**src/rtl/pdm_pkg.sv**
```systemverilog
package pdm_pkg;

    parameter int unsigned PDM_DEFAULT_W = 8;

    typedef enum logic {
        LVL_LOW  = 1'b0,
        LVL_HIGH = 1'b1
    } pdm_level_e;

endpackage

```
**src/rtl/pdm_duty_clamp.sv**
```systemverilog
module pdm_duty_clamp #(
    parameter int unsigned W = pdm_pkg::PDM_DEFAULT_W
) (
    input  logic [W-1:0] duty_i,
    input  logic [W-1:0] period_i,
    output logic [W-1:0] duty_o
);
    logic saturate;

    always_comb begin
        saturate = (duty_i >= period_i);
        duty_o   = saturate ? period_i : duty_i;
    end

endmodule

```
**src/rtl/pdm_err_accum.sv**
```systemverilog
module pdm_err_accum
    import pdm_pkg::*;
#(
    parameter int unsigned W = PDM_DEFAULT_W
) (
    input  logic         clk,
    input  logic         rst,
    input  logic [W-1:0] duty_i,
    input  logic [W-1:0] period_i,
    output pdm_level_e   level_o
);
    localparam int unsigned AW = W + 2;

    typedef struct packed {
        logic signed [AW-1:0] acc;
        pdm_level_e           level;
    } step_t;

    step_t                state_q;
    step_t                state_d;
    logic signed [AW-1:0] duty_s;
    logic signed [AW-1:0] period_s;
    logic signed [AW-1:0] floor_s;
    logic signed [AW-1:0] acc_eff;
    logic signed [AW-1:0] sum;

    always_comb begin
        duty_s   = $signed({2'b00, duty_i});
        period_s = $signed({2'b00, period_i});
        // lowest value the accumulator may hold for the present cycle length
        floor_s  = (period_i == '0) ? '0 : (AW'(1) - period_s);
        acc_eff  = (state_q.acc < floor_s) ? floor_s : state_q.acc;
        sum      = acc_eff + duty_s;
        if (sum > 0) begin
            state_d.acc   = sum - period_s;
            state_d.level = LVL_HIGH;
        end else begin
            state_d.acc   = sum;
            state_d.level = LVL_LOW;
        end
    end

    always_ff @(posedge clk) begin
        if (rst) begin
            state_q.acc   <= '0;
            state_q.level <= LVL_LOW;
        end else begin
            state_q <= state_d;
        end
    end

    assign level_o = state_q.level;

    // reset leaves a low output and a cleared accumulator
    p_reset_clear_r1: assert property (@(posedge clk)
        rst |=> (state_q.level == LVL_LOW) && (state_q.acc == '0));

    // zero duty never fires
    p_zero_duty_r2: assert property (@(posedge clk) disable iff (rst)
        (duty_i == '0) |=> (level_o == LVL_LOW));

    // full duty always fires
    p_full_duty_r3: assert property (@(posedge clk) disable iff (rst)
        ((duty_i == period_i) && (period_i != '0)) |=> (level_o == LVL_HIGH));

    // accumulator range
    p_no_overflow_r8: assert property (@(posedge clk) disable iff (rst)
        (state_q.acc <= 0) && (state_q.acc >= -$signed({2'b00, {W{1'b1}}})));

endmodule

```
**src/rtl/pdm_modulator.sv**
```systemverilog
module pdm_modulator
    import pdm_pkg::*;
#(
    parameter int unsigned W = PDM_DEFAULT_W
) (
    input  logic         clk,
    input  logic         rst,
    input  logic [W-1:0] duty_i,
    input  logic [W-1:0] period_i,
    output logic         pdm_o
);
    logic [W-1:0] duty_clamped;
    pdm_level_e   level;

    pdm_duty_clamp #(.W(W)) clamp_i (
        .duty_i   (duty_i),
        .period_i (period_i),
        .duty_o   (duty_clamped)
    );

    pdm_err_accum #(.W(W)) accum_i (
        .clk      (clk),
        .rst      (rst),
        .duty_i   (duty_clamped),
        .period_i (period_i),
        .level_o  (level)
    );

    assign pdm_o = (level == LVL_HIGH);

    // an oversized duty behaves as a full duty
    p_clamp_full_r3: assert property (@(posedge clk) disable iff (rst)
        ((duty_i > period_i) && (period_i != '0)) |=> pdm_o);

endmodule

```
**config.mk**
```make
export PLATFORM = sky130hd
export DESIGN_NAME = pdm_modulator
export DESIGN_NICKNAME = d
export VERILOG_FILES = /design/src/rtl/pdm_pkg.sv /design/src/rtl/pdm_duty_clamp.sv /design/src/rtl/pdm_err_accum.sv /design/src/rtl/pdm_modulator.sv
export SDC_FILE = /design/constraint.sdc
export NUM_CORES = 1
export LEC_CHECK = 0
export CAP_MARGIN = 10
export CORE_MARGIN = 4
export CORE_UTILIZATION = 58
export CTS_CLUSTER_DIAMETER = 80
export DETAILED_ROUTE_END_ITERATION = 12
export PLACE_DENSITY_LB_ADDON = 0.15
export SLEW_MARGIN = 20
export SYNTH_ARGS = -nofsm -noshare
export SYNTH_HDL_FRONTEND = slang
export SYNTH_SLANG_ARGS = --single-unit
```
**constraint.sdc**
```tcl
create_clock -name clk -period 8.3 [get_ports clk]
set_clock_uncertainty 0.1 [all_clocks]
set_input_delay 1.66 -clock clk [delete_from_list [all_inputs] [get_ports clk]]
set_output_delay 1.66 -clock clk [all_outputs]
set_load 0.02 [all_outputs]
```
==> metrics.cfg <==
[power_and_ir_drop]
p_int_uw=434
clockPowerShare=0.042
p_per_area_mw_per_mm2=407
switching_share=0.512
combPwrFrac=0.852
peakVddDrop_v=0.000325
power_uw=888
sequentialPowerShare=0.106
cellLeakagePower_nw=0.969
switching_power_uw=455

[finish]
layout-drive-gt1-share=0.0871
diodes=0
finish.utilization=0.704
syn2layout_area_growth_pct=14.1
fin_nets=318

[clock_network]
cts.sinks=11
numCtsBuffers=3
cts_buffer_depth=2
ctsHoldBuffers=0
cts-htree-levels=1
clk_latency_ns=0.27
cts_tree=built
path_clk_slew_ns=0.07
cts_root_buf=clkbuf_4

[timing]
setup_viol=0
period_needed_ns=7.88
slew_violations=0
finalCritPeriodShare=0.950
layout_setup_ws_ns=0.418
rsz0062_at_grt=false
worst_slew_pin_slew_ns=0.640
finalHoldViolations=0
fmax_mhz=127
finalSetupTns_ns=0
slew_headroom=0.570

[setup_path]
start_kind=input pin
required_ns=8.40
reg2regPathDepth=20
cp_max_fo=10
crit_arrival_ns=7.98
endpoint_kind=flip-flop
worstSetupPathType=in -> reg

[synth]
netlist_instances=245
synth_flop_cell=dfxtp_1
seq_area_frac_synth=0.115
synth.distinct_cells=44
async_flop_share=0
synth-seq-cells=11
yosys_warnings=0
syn_area_mm2=0.00191
synth_edf_count=0
synth_nets=298
syn_area_per_cell_um2=7.81

[global_route]
grt_usage=0.252
grt_max_degree=16
globalRoute.totalOverflow=0
antenna_found_initial=0
grt_pass1_vias=1810
grt_pass1_wl_um=8490

[die]
pin_count=19
die-width_um=65.5
die_area_mm2=0.00428
die_h_um=65.5
rows=20
start_util=0.617
core-area_mm2=0.00310

[route]
vias=1933
met1_length_um=2300
drc=0
initialDrtViolationCount=142
dr.pass1.iters=5
via_per_inst=6.28
drtAntennaViolNets=0
wl_per_cell_um=16.2
dr_wl_met2_um=2240
routed_wl_um=4990
top_layer_used=met4
dr_wl_met3_um=332

[place]
place_ws_ns=0.124
hpwlAfterDp_um=4150
port_buffers=18
gp_congestion=0.976

[min_path]
worstHoldPathType=reg -> reg
hold_depth=5

[outcome]
status=finished, final reports clean

[flow_run]
drv_cap=0

[synthesized netlist by cell type, drive strengths merged (6+ instances only)]
library cell | number | share of area
a21o | 7 | 0.027
a21oi | 24 | 0.063
clkbuf | 7 | 0.014
dfxtp | 11 | 0.12
ha | 33 | 0.22
inv | 20 | 0.039
mux2 | 8 | 0.047
nand2 | 17 | 0.033
nand3 | 6 | 0.016
nor2 | 9 | 0.018
o21ai | 19 | 0.050
xnor2 | 13 | 0.059
[timing repair]
| item | in CTS | in global routing |
|---|---|---|
| endpoints found under the setup margin | 0 | 1 |
| setup buffers | 0 | 0 |
| gates resized for setup | 0 | 1 |
| hold endpoints to repair | 0 | 0 |
[placed cells by master (no fill, tap or decap), drive strengths merged, types with 3 or more instances in the layout]
| cell type | instances |
|---|---|
| a211oi | 3 |
| a21o | 7 |
| a21oi | 24 |
| a31oi | 4 |
| buf | 4 |
| clkbuf | 3 |
| clkdlybuf4s50 | 18 |
| dfxtp | 11 |
| ha | 33 |
| inv | 20 |
| maj3 | 3 |
| mux2 | 8 |
| nand2 | 17 |
| nand2b | 5 |
| nand3 | 6 |
| nand4 | 5 |
| nor2 | 9 |
| nor2b | 4 |
| nor3 | 5 |
| nor4 | 3 |
| o21ai | 19 |
| o31ai | 3 |
| o41ai | 4 |
| or3 | 3 |
| xnor2 | 13 |
[final timing paths]
| path | startpoint | to | slack [ns] |
|---|---|---|---|
| worst min register to register | accum_i.state_q[10] | accum_i.state_q[7] | 0.79 |
| worst min-delay path | accum_i.state_q[10] | accum_i.state_q[7] | 0.79 |
| worst max register to register | accum_i.state_q[10] | accum_i.state_q[10] | 3.15 |
| worst max-delay path | period_i[3] | accum_i.state_q[10] | 0.42 |
[flip-flops by register name (all words and copies together) (netlist names)]
name,cells
accum_i.state_q,10
accum_i.level_o,1
[per-stage QoR]
step                      std cells  area, um^2  hold slack [ns]
after floorplan                 245        1910            0.660
after global placement          304        2150            0.760
after detailed placement        304        2150            0.771
after CTS                       308        2180            0.786
after global routing            308        2180            0.858
final                           308        2180            0.788
[worst max-delay path: stages]
cell and delay [ns]:
clkdlybuf4s50_1 0.50, or4_4 0.56, nand2b_1 0.19, or3_1 0.39
inv_1 0.18, ha_1 0.20, nand4_1 0.17, o41a_1 0.49
nand2_2 0.18, buf_4 0.18, nor2_1 0.05, a21o_1 0.17
ha_1 0.28, a21o_1 0.21, a21oi_1 0.17, xor2_1 0.25
inv_1 0.08, ha_1 0.32, a21oi_1 0.18, o21ai_0 0.14
maj3_1 0.41, maj3_1 0.37, a21o_1 0.20, a211o_1 0.29
a21oi_1 0.14
[layout make-up]
| class | count | area (um^2) |
|---|---|---|
| tap | 44 | 55.1 |
| clock inverter | 1 | 5.00 |
| clock buffer | 3 | 22.5 |
| multi-input combinational | 207 | 1600 |
| timing repair buffer | 22 | 210 |
| inverter | 20 | 75.1 |
| fill | 275 | 920 |
| sequential | 11 | 220 |
[cell families (layout without fill, tap and decap cells)]
group	count (synthesis)	count (layout)	synth area share
AND/OR/NAND/NOR	66	66	0.193
multiplexers	9	9	0.0523
XOR/XNOR	15	15	0.0686
adder cells (fa/ha/maj)	38	38	0.252
AO/OA/AOI/OAI	79	79	0.266
buffers and inverters	27	46	0.0529
flip-flops	11	11	0.115
[metal layers]
metal  global-route usage  vias to the layer above
li1                     -                      962
met1                0.344                      881
met2                0.418                       77
met3               0.0188                       13
met4               0.0829                        0
met5                    0                        -
[power groups by stage]
stage | Sequential (mW) | Clock [mW] | Combinational [mW]
global placement | 0.0953 | 0 | 0.716
detailed placement | 0.0948 | 0 | 0.738
finish | 0.0946 | 0.0370 | 0.757
CTS | 0.0939 | 0.0378 | 0.743
floorplan | 0.0910 | 0 | 0.586
global route | 0.0970 | 0.0415 | 0.840
(Power assumes the default switching activity.)
